<file path="src/rtl/tfifo_pkg.sv">
// Package: shared constants for the threshold FIFO.
// Holds the configuration word bit positions, which software decodes and
// which therefore stay fixed, and the transfer direction encoding.
package tfifo_pkg;
    localparam int CFG_W        = 16;
    localparam int CFG_RXEN_BIT = 15;
    localparam int CFG_HI_LSB   = 8;
    localparam int CFG_TXEN_BIT = 7;
    localparam int CFG_LO_LSB   = 0;
    localparam int LVL_MAX_W    = 5;

    typedef enum logic {
        DIR_TX = 1'b0,
        DIR_RX = 1'b1
    } xfer_dir_e;
endpackage

</file>
<file path="src/rtl/tfifo_cfg.sv">
// Module: tfifo_cfg
// Holds the buffer configuration: two DMA enables, high-water level and
// low-water level. Assumes LVL_W <= 5 so that the level fields fit their
// slots in the 16-bit word. The high-water level resets to all ones.
module tfifo_cfg
    import tfifo_pkg::*;
#(
    parameter int LVL_W = 5
) (
    input  logic             clk,
    input  logic             rst_n,
    input  logic             wr_en,
    input  logic [CFG_W-1:0] wr_data,
    output logic             rx_dma_en,
    output logic             tx_dma_en,
    output logic [LVL_W-1:0] hi_lvl,
    output logic [LVL_W-1:0] lo_lvl,
    output logic [CFG_W-1:0] rd_data
);

    // Configuration register update on write strobe.
    always_ff @(posedge clk) begin
        if (!rst_n) begin
            rx_dma_en <= 1'b0;
            tx_dma_en <= 1'b0;
            hi_lvl    <= '1;
            lo_lvl    <= '0;
        end else if (wr_en) begin
            rx_dma_en <= wr_data[CFG_RXEN_BIT];
            tx_dma_en <= wr_data[CFG_TXEN_BIT];
            hi_lvl    <= wr_data[CFG_HI_LSB +: LVL_W];
            lo_lvl    <= wr_data[CFG_LO_LSB +: LVL_W];
        end
    end

    // Readback assembly with unused bits held at zero.
    always_comb begin
        rd_data                       = '0;
        rd_data[CFG_RXEN_BIT]         = rx_dma_en;
        rd_data[CFG_TXEN_BIT]         = tx_dma_en;
        rd_data[CFG_HI_LSB +: LVL_W]  = hi_lvl;
        rd_data[CFG_LO_LSB +: LVL_W]  = lo_lvl;
    end

endmodule

</file>
<file path="src/rtl/tfifo_store.sv">
// Module: tfifo_store
// Circular word store with read pointer, write pointer and fill count.
// A push is refused when full; a pop is refused when empty. The head output
// always shows the word at the read pointer, stale or not.
module tfifo_store #(
    parameter int WIDTH = 16,
    parameter int DEPTH = 32,
    localparam int PTR_W = $clog2(DEPTH),
    localparam int CNT_W = PTR_W + 1
) (
    input  logic             clk,
    input  logic             rst_n,
    input  logic             push,
    input  logic [WIDTH-1:0] wdata,
    input  logic             pop,
    output logic [WIDTH-1:0] rdata,
    output logic [CNT_W-1:0] count,
    output logic             full,
    output logic             empty
);

    localparam logic [CNT_W-1:0] FULL_CNT = CNT_W'(DEPTH);
    localparam logic [PTR_W-1:0] LAST_IDX = PTR_W'(DEPTH - 1);

    logic [WIDTH-1:0] mem [DEPTH];
    logic [PTR_W-1:0] rd_ptr;
    logic [PTR_W-1:0] wr_ptr;
    logic             push_ok;
    logic             pop_ok;

    // Accept decisions from current occupancy.
    always_comb begin
        full    = (count == FULL_CNT);
        empty   = (count == '0);
        push_ok = push && !full;
        pop_ok  = pop && !empty;
        rdata   = mem[rd_ptr];
    end

    // Storage write at the tail.
    always_ff @(posedge clk) begin
        if (push_ok) begin
            mem[wr_ptr] <= wdata;
        end
    end

    // Pointer and count update with wrap at DEPTH.
    always_ff @(posedge clk) begin
        if (!rst_n) begin
            rd_ptr <= '0;
            wr_ptr <= '0;
            count  <= '0;
        end else begin
            if (push_ok) begin
                wr_ptr <= (wr_ptr == LAST_IDX) ? '0 : wr_ptr + 1'b1;
            end
            if (pop_ok) begin
                rd_ptr <= (rd_ptr == LAST_IDX) ? '0 : rd_ptr + 1'b1;
            end
            case ({push_ok, pop_ok})
                2'b10:   count <= count + 1'b1;
                2'b01:   count <= count - 1'b1;
                default: count <= count;
            endcase
        end
    end

    // occupancy never exceeds the depth.
    a_r4_no_overflow: assert property (@(posedge clk) disable iff (!rst_n)
        count <= FULL_CNT);

    // a lone push into a full store leaves it full.
    a_r4_full_discard: assert property (@(posedge clk) disable iff (!rst_n)
        (full && push && !pop) |=> (count == FULL_CNT));

    // a lone pop from an empty store leaves it empty.
    a_r5_empty_pop: assert property (@(posedge clk) disable iff (!rst_n)
        (empty && pop && !push) |=> (count == '0));

    // simultaneous push and pop keep the count.
    a_r10_push_pop: assert property (@(posedge clk) disable iff (!rst_n)
        (push && pop && !full && !empty) |=> $stable(count));

endmodule

</file>
<file path="src/rtl/tfifo_level.sv">
// Module: tfifo_level
// Compares the fill count with the two levels and steers each threshold
// event to either a DMA request or a status flag by the direction's DMA
// enable. Everything is quiet while no transfer runs and the store is empty.
module tfifo_level #(
    parameter int CNT_W = 6,
    parameter int LVL_W = 5
) (
    input  logic             xfer_active,
    input  logic             dir_rx,
    input  logic [CNT_W-1:0] count,
    input  logic [LVL_W-1:0] hi_lvl,
    input  logic [LVL_W-1:0] lo_lvl,
    input  logic             rx_dma_en,
    input  logic             tx_dma_en,
    output logic             rx_dreq,
    output logic             tx_dreq,
    output logic             rx_flag,
    output logic             tx_flag
);

    logic live;
    logic rx_hit;
    logic tx_hit;

    // Threshold detection per direction.
    always_comb begin
        live   = xfer_active || (count != '0);
        rx_hit = live && dir_rx  && (count > CNT_W'(hi_lvl));
        tx_hit = live && !dir_rx && (count < CNT_W'(lo_lvl));
    end

    // Route each event to DMA request or status flag.
    always_comb begin
        rx_dreq = rx_hit && rx_dma_en;
        rx_flag = rx_hit && !rx_dma_en;
        tx_dreq = tx_hit && tx_dma_en;
        tx_flag = tx_hit && !tx_dma_en;
    end

endmodule

</file>
<file path="src/rtl/dma_thresh_fifo.sv">
// Module: dma_thresh_fifo (top)
// Threshold FIFO between processor bus and card engine. Either side may
// push or pop; when both push in one cycle the bus word is taken. Assumes
// DEPTH is 32 so that the 5-bit level fields span the full range.
module dma_thresh_fifo
    import tfifo_pkg::*;
#(
    parameter int WIDTH = 16,
    parameter int DEPTH = 32,
    localparam int PTR_W = $clog2(DEPTH),
    localparam int CNT_W = PTR_W + 1,
    localparam int LVL_W = PTR_W
) (
    input  logic             clk,
    input  logic             rst_n,
    input  logic             cfg_we,
    input  logic [CFG_W-1:0] cfg_wdata,
    output logic [CFG_W-1:0] cfg_rdata,
    input  logic             xfer_active,
    input  logic             dir_rx,
    input  logic             bus_wr,
    input  logic [WIDTH-1:0] bus_wdata,
    input  logic             bus_rd,
    input  logic             eng_wr,
    input  logic [WIDTH-1:0] eng_wdata,
    input  logic             eng_rd,
    output logic [WIDTH-1:0] head_data,
    output logic [CNT_W-1:0] fill_count,
    output logic             rx_dreq,
    output logic             tx_dreq,
    output logic             rx_flag,
    output logic             tx_flag
);

    logic             push;
    logic             pop;
    logic [WIDTH-1:0] push_data;
    logic             rx_dma_en;
    logic             tx_dma_en;
    logic [LVL_W-1:0] hi_lvl;
    logic [LVL_W-1:0] lo_lvl;
    logic             st_full;
    logic             st_empty;

    // Merge the two sides into one push and one pop, bus first.
    always_comb begin
        push      = bus_wr || eng_wr;
        push_data = bus_wr ? bus_wdata : eng_wdata;
        pop       = bus_rd || eng_rd;
    end

    tfifo_cfg #(.LVL_W(LVL_W)) u_cfg (
        .clk       (clk),
        .rst_n     (rst_n),
        .wr_en     (cfg_we),
        .wr_data   (cfg_wdata),
        .rx_dma_en (rx_dma_en),
        .tx_dma_en (tx_dma_en),
        .hi_lvl    (hi_lvl),
        .lo_lvl    (lo_lvl),
        .rd_data   (cfg_rdata)
    );

    tfifo_store #(.WIDTH(WIDTH), .DEPTH(DEPTH)) u_store (
        .clk   (clk),
        .rst_n (rst_n),
        .push  (push),
        .wdata (push_data),
        .pop   (pop),
        .rdata (head_data),
        .count (fill_count),
        .full  (st_full),
        .empty (st_empty)
    );

    tfifo_level #(.CNT_W(CNT_W), .LVL_W(LVL_W)) u_level (
        .xfer_active (xfer_active),
        .dir_rx      (dir_rx),
        .count       (fill_count),
        .hi_lvl      (hi_lvl),
        .lo_lvl      (lo_lvl),
        .rx_dma_en   (rx_dma_en),
        .tx_dma_en   (tx_dma_en),
        .rx_dreq     (rx_dreq),
        .tx_dreq     (tx_dreq),
        .rx_flag     (rx_flag),
        .tx_flag     (tx_flag)
    );

    // idle and empty means every service output is low.
    a_r8_idle_quiet: assert property (@(posedge clk) disable iff (!rst_n)
        (!xfer_active && st_empty) |-> !(rx_flag || tx_flag || rx_dreq || tx_dreq));

    // a newly set receive DMA enable leaves no receive flag.
    a_r9_rx_enable_clears: assert property (@(posedge clk) disable iff (!rst_n)
        $rose(rx_dma_en) |-> !rx_flag);

    // a newly set transmit DMA enable leaves no transmit flag.
    a_r9_tx_enable_clears: assert property (@(posedge clk) disable iff (!rst_n)
        $rose(tx_dma_en) |-> !tx_flag);

    // receive threshold with DMA off raises the flag.
    a_r6_rx_flag: assert property (@(posedge clk) disable iff (!rst_n)
        (dir_rx && !rx_dma_en && (fill_count > CNT_W'(hi_lvl))) |-> rx_flag);

    // transmit threshold with DMA on raises the request.
    a_r7_tx_dreq: assert property (@(posedge clk) disable iff (!rst_n)
        (!dir_rx && tx_dma_en && xfer_active && (fill_count < CNT_W'(lo_lvl))) |-> tx_dreq);

endmodule

</file>
<file path="config.mk">
export PLATFORM = sky130hd
export DESIGN_NAME = dma_thresh_fifo
export DESIGN_NICKNAME = d
export VERILOG_FILES = /design/src/rtl/tfifo_pkg.sv /design/src/rtl/tfifo_cfg.sv /design/src/rtl/tfifo_store.sv /design/src/rtl/tfifo_level.sv /design/src/rtl/dma_thresh_fifo.sv
export SDC_FILE = /design/constraint.sdc
export NUM_CORES = 1
export LEC_CHECK = 0
export BUFFER_PORTS_ARGS = -buffer_cell sky130_fd_sc_hd__buf_2
export CORE_AREA = 10 10 309 222
export DETAILED_ROUTE_END_ITERATION = 6
export DIE_AREA = 0 0 319 232
export SLEW_MARGIN = 20
export SYNTH_ARGS = -nofsm -noshare
export SYNTH_HDL_FRONTEND = slang
export SYNTH_SLANG_ARGS = --single-unit
</file>
<file path="constraint.sdc">
create_clock -name clk -period 3.1 [get_ports clk]
set_input_delay 0.31 -clock clk [delete_from_list [all_inputs] [get_ports clk]]
set_output_delay 0.31 -clock clk [all_outputs]
set_load 0.05 [all_outputs]
</file>
# Word level (Yosys, flattened, before mapping)
# Memory sizes are Yosys's and may differ from the RTL's. A register that Yosys moved wholly into a read port is not among the register bits.
# Index checks and enable logic that the tools add are counted.
dict set report totals {
  regBits 28
  latch_bits 0
  mem_bits_rw 512
  romBits 0
  out_inout_bits 42
  n_memories 1
}
# memory depth width read_ports rd_clocked_by_memory_dff write_ports line
set mem_list {}
lappend mem_list {u_store.mem 32 16 1 1 1 tfifo_store.sv:25} ;# logic [WIDTH-1:0] mem [DEPTH];
dict set report classes {
  n_addsub 4
  mul 0
  div 0
  order_cmp 2
  n_eq_ne 5
  shifts 0
  n_mux 8
  n_bitwise 0
  reduce_logical 21
}
# cell count
set ops {}
lappend ops {{2-to-1 mux 5 bit} 4}
lappend ops {{2-to-1 mux 16 bit} 1}
lappend ops {{case mux 6 bit (2 select lines)} 1}
lappend ops {{adder 5 x 1 -> 5 bit (second input constant)} 2}
lappend ops {{equality test 5 bit (second input constant)} 2}
lappend ops {{logical AND 1 bit} 10}
lappend ops {{adder 6 x 1 -> 6 bit (second input constant)} 1}
lappend ops {{equality test 6 bit (second input constant)} 1}
lappend ops {{> comparator 6 x 5 -> 1 bit} 1}
lappend ops {{zero test 6 bit} 1}
lappend ops {{less-than comparator 6 x 5 -> 1 bit} 1}
lappend ops {{nonzero test 6 bit} 1}
lappend ops {{subtractor 6 x 1 -> 6 bit (second input constant)} 1}
lappend ops {{zero test 1 bit} 5}
lappend ops {{logical OR 1 bit} 3}
lappend ops {{equality test 2 x 1 -> 1 bit (second input constant)} 1}
lappend ops {{equality test 2 bit (second input constant)} 1}
lappend ops {{2-to-1 mux 1 bit} 2}
lappend ops {{nonzero test 2 bit} 1}

# Logic depth before layout (Yosys ltp)
dict set report depth {
  ltp_word 5
  mapped_depth 14
  ltp_nobuf 12
}

# By module
# From an unflattened synthesis, not the netlist that was laid out.
dict set report hier_totals {
  cells_unflattened 1202
  hier_area_um2 21851.0
}
# module instances cells_per_inst area_each_um2
set modules_own_cells {}
lappend modules_own_cells {tfifo_store 1 1087 20734.9}
lappend modules_own_cells {tfifo_cfg 1 55 561.8}
lappend modules_own_cells {tfifo_level 1 40 296.5}
lappend modules_own_cells {dma_thresh_fifo 1 20 257.7}

# Worst setup path after synthesis
# No wires, ideal clock.
dict set report synth_path {
  path_kind {flip-flop to flip-flop}
  from {reg u_store.count[4]}
  to {reg u_store.count[2]}
  t_arrival_ns 3.002
  required_time_ns 3.024
  slack_ns 0.022
  stages_incl_launch_ff 14
  path_buffers 2
  synth_period_minus_slack_ns 3.078
  path_cell_list {dfxtp_1 -> buf_2 -> nor3_4 -> nand2_1 -> o21ai_1 -> inv_1 -> ha_1 -> clkbuf_1 -> xor2_1 -> ha_1 -> a31oi_1 -> xnor2_1 -> or3_1 -> a21boi_0}
}
dict set report synth_between {
  elab_chain_len 5
  elab_cells_between_ends 10
}
# element line
set synth_rtl {}
lappend synth_rtl {{start: declaration} tfifo_store.sv:17} ;# output logic [CNT_W-1:0] count,
lappend synth_rtl {{start signal: assignment} tfifo_store.sv:61} ;# 2'b10: count <= count + 1'b1;
lappend synth_rtl {{start signal: assignment} tfifo_store.sv:62} ;# 2'b01: count <= count - 1'b1;
lappend synth_rtl {{start signal: assignment} tfifo_store.sv:63} ;# default: count <= count;
lappend synth_rtl {{zero test 6 bit *} tfifo_store.sv:34} ;# empty = (count == '0);
lappend synth_rtl {{zero test 1 bit *} tfifo_store.sv:36} ;# pop_ok = pop && !empty;
lappend synth_rtl {{logical AND 1 bit *} tfifo_store.sv:36}
lappend synth_rtl {{via u_store.pop_ok} tfifo_store.sv:29} ;# logic pop_ok;
lappend synth_rtl {{equality test 2 x 1 -> 1 bit or equality test 2 bit (tied branches)} tfifo_store.sv:60} ;# case ({push_ok, pop_ok})
lappend synth_rtl {{case mux 6 bit (2 select lines) or nonzero test 2 bit (tied branches)} --}
# The timed path passes the listed nets; every way through them passes the cells marked *.
# A chain may end at the register's enable or synchronous reset.

==> impl_metrics.env <==
export IMPL_outcome="finished with violations"
export IMPL_violations="setup timing"
export IMPL_layout_setup_ws_ps=-144
export IMPL_synth_top_cell_by_area="edfxtp_1"
export IMPL_yosys_warnings=0
export IMPL_peakVddDrop_mv=0.544
export IMPL_yosys_area_share_adder_pct=1.04
export IMPL_gr_usage_all_layers_pct=13.7
export IMPL_viasPerCell=5.27
export IMPL_synth_xor_area_share_pct=0.201
export IMPL_fp_dieW_um=319
export IMPL_port_buffers=90
export IMPL_wl_per_cell_um=25.3
export IMPL_drt_iter0_markers=1218
export IMPL_cts_root_buf="clkbuf_16"
export IMPL_dieHeight_um=232
export IMPL_grt_pass1_wl_mm=75.4
export IMPL_holdCritStartpoint="rst_n"
export IMPL_grt_pass1_vias=10600
export IMPL_final_cell_count_no_fill=2064
export IMPL_cts_tree="yes"
export IMPL_cp_end_kind="primary output"
export IMPL_reg2reg_depth=11
export IMPL_synth_ff_type="edfxtp_1"
export IMPL_critPathArrivalTime_ps=2930
export IMPL_synth_most_common_cell="edfxtp_1"
export IMPL_drt_total_wl_mm=52.2
export IMPL_critPathMaxFanout=8
export IMPL_grt_remaining_overflow=0
export IMPL_hpwl_mm=30.8
export IMPL_r2r_start="u_store.count[0]"
export IMPL_core_mm2=0.0625
export IMPL_grt_max_degree=50
export IMPL_start_kind="flip-flop"
export IMPL_synthDominantCellAreaShare_pct=70.7
export IMPL_vias=10900
export IMPL_synth_compound_area_share_pct=1.77
export IMPL_clockBufferDepth=3
export IMPL_cts_sinks=545
export IMPL_h_tree_depth=2
export IMPL_antenna_found_initial=1
export IMPL_r2r_end="u_store.count[5]"
export IMPL_initial_utilization_pct=34.8
export IMPL_slew_viol_final=0
export IMPL_drv_cap=0
export IMPL_power_total_w=0.0199
export IMPL_die_area_mm2=0.0740
export IMPL_r2r_slack_ps=360
export IMPL_synthToLayoutAreaGrowth_pct=18.2
export IMPL_cts_buffers_inserted=47
export IMPL_min_path_type="input pin to flip-flop"
export IMPL_yosysSeqAreaShare_pct=73.7
export IMPL_yosys_area_share_simple_pct=3.00
export IMPL_power_density_mw_per_mm2=774
export IMPL_utilization_pct=41.1
export IMPL_fmax_ghz=0.308
export IMPL_post_place_ws_ps=283
export IMPL_timing_final_crit_share_pct=105
export IMPL_syn_avg_cell_area_um2=21.2
export IMPL_yosysUniqueCellTypes=52
export IMPL_io_pin_count=99
export IMPL_worstMarginPinSlew_ps=750
export IMPL_synth_area_leaders="edfxtp_1, mux4_2, dfxtp_1"
export IMPL_syn_inst=1025
export IMPL_required_ps=2790
export IMPL_holdPathStages=2
export IMPL_globalplace_congestion=0.758
export IMPL_criticalPathCategory="flip-flop to primary output"
export IMPL_fin_crit_ps=3240
export IMPL_hold_ws_ps=194
export IMPL_setup_viol=16
export IMPL_drive_gt1_share_pct=34.9
export IMPL_synth_edf_count=512
export IMPL_finalHoldViolations=0
export IMPL_rsz0062_at_grt="true"
export IMPL_nets=1276
export IMPL_yosys_top_cells_count="edfxtp_1, mux4_2, clkbuf_1"
export IMPL_num_rows=77
export IMPL_synthArstFlopShare_pct=0
export IMPL_synth_cell_area_mm2=0.0217
export IMPL_synth_mux_area_share_pct=18.6
export IMPL_drcViolationCount=0
export IMPL_clk_pin_slew_ps=60
export IMPL_dp_cells=1949
export IMPL_drt_first_pass_iters=5
export IMPL_leakage_nw=8.26
export IMPL_max_slew_margin_rel_pct=49.8
export IMPL_clock_latency_ps=570
export IMPL_clock_skew_final_ps=18.9
export IMPL_synth_top_family_by_area="multiplexers"
export IMPL_holdPathEnd="u_cfg.hi_lvl[0]"
export IMPL_antenna_left=0
export IMPL_synth_seq_cells=545
-- layer usage --
layer	global-route usage, %	share of wire, %
met2	19.6	44
met1	21.2	47
met5	0	0
met3	3.43	8.7
met4	2.01	1.0
-- timing repair --
item / in CTS / in global routing
gates resized for setup: 68 / 3
cloned: 5 / 3
buffers inserted: 11 / 2
endpoints found under the setup margin: 16 / 16
hold buffers: 12 / 0
hold endpoints to repair: 12 / 0
-- worst max-delay path, cell delays in order, from the launching register on --
cell,delay (ps)
dfxtp_4,380
buf_12,150
buf_16,160
buf_12,150
mux4_2,520
mux4_2,520
mux2_4,320
buf_6,160
-- flip-flops by register name, summed over array words and instances, names as in the netlist, named ones only --
signal / cells
u_cfg.lo_lvl: 5
u_store.count: 6
u_store.rd_ptr: 5
u_cfg.hi_lvl: 5
u_cfg.tx_dma_en: 1
u_cfg.rx_dma_en: 1
u_store.mem: 512
u_store.wr_ptr: 5
-- worst max path at each step --
stage | from | endpoint | slack, ps | cells after the start
2_1_floorplan | u_store.count[4] | u_store.count[2] | 20 | 13
3_3_place_gp | flip-flop | head_data[9] | 300 | 5
3_5_place_dp | flip-flop | head_data[4] | 280 | 6
4_1_cts | flip-flop | head_data[4] | -190 | 7
5_1_grt | flip-flop | head_data[4] | -220 | 7
6_report | flip-flop | head_data[4] | -140 | 7
-- final cells by class --
cell class | instances | area (um^2)
antenna | 1 | 2.50
inverter | 18 | 67.6
clock inverter | 20 | 148
sequential | 545 | 16000
clock buffer | 62 | 1230
tap | 829 | 1040
multi-input combinational | 404 | 5440
fill | 5409 | 36800
timing repair buffer | 185 | 1740
-- kinds of logic (layout without fill, tap and decap cells) --
family                     after synthesis  in the layout
DFF                                    545            545
adders and majority gates               18             18
other                                    1              5
muxes                                  201            201
AOI/OAI and AO/OA                       55             55
and+or+nand+nor                        121            121
xor gates and xnor gates                 5              5
buffers and inverters                   79            285
-- power breakdown --
group / switching (W) / internal (W)
Combinational: 0.00319 / 0.00270
Clock: 0.00255 / 0.00296
Sequential: 0.000124 / 0.00837
Total: 0.00586 / 0.0140
-- cell usage in the layout, fill, tap and decap left out, types with 15 or more instances in the layout --
master,instances
inv_1,17
nand2_1,26
and2_1,19
clkbuf_16,50
nor2_1,17
buf_6,16
clkbuf_1,15
mux2_2,16
mux2_4,16
buf_12,15
dfxtp_1,29
edfxtp_1,512
buf_4,51
ha_1,18
buf_2,74
mux4_2,160
-- stage by stage --
stage / setup TNS, ps / area (um^2)
floorplan: 0 / 21800
global placement: 0 / 23600
detailed placement: 0 / 23600
CTS: -2340 / 25600
global route: -3090 / 25700
finish: -1780 / 25700
Note: power is estimated with default switching activity, not from simulation.
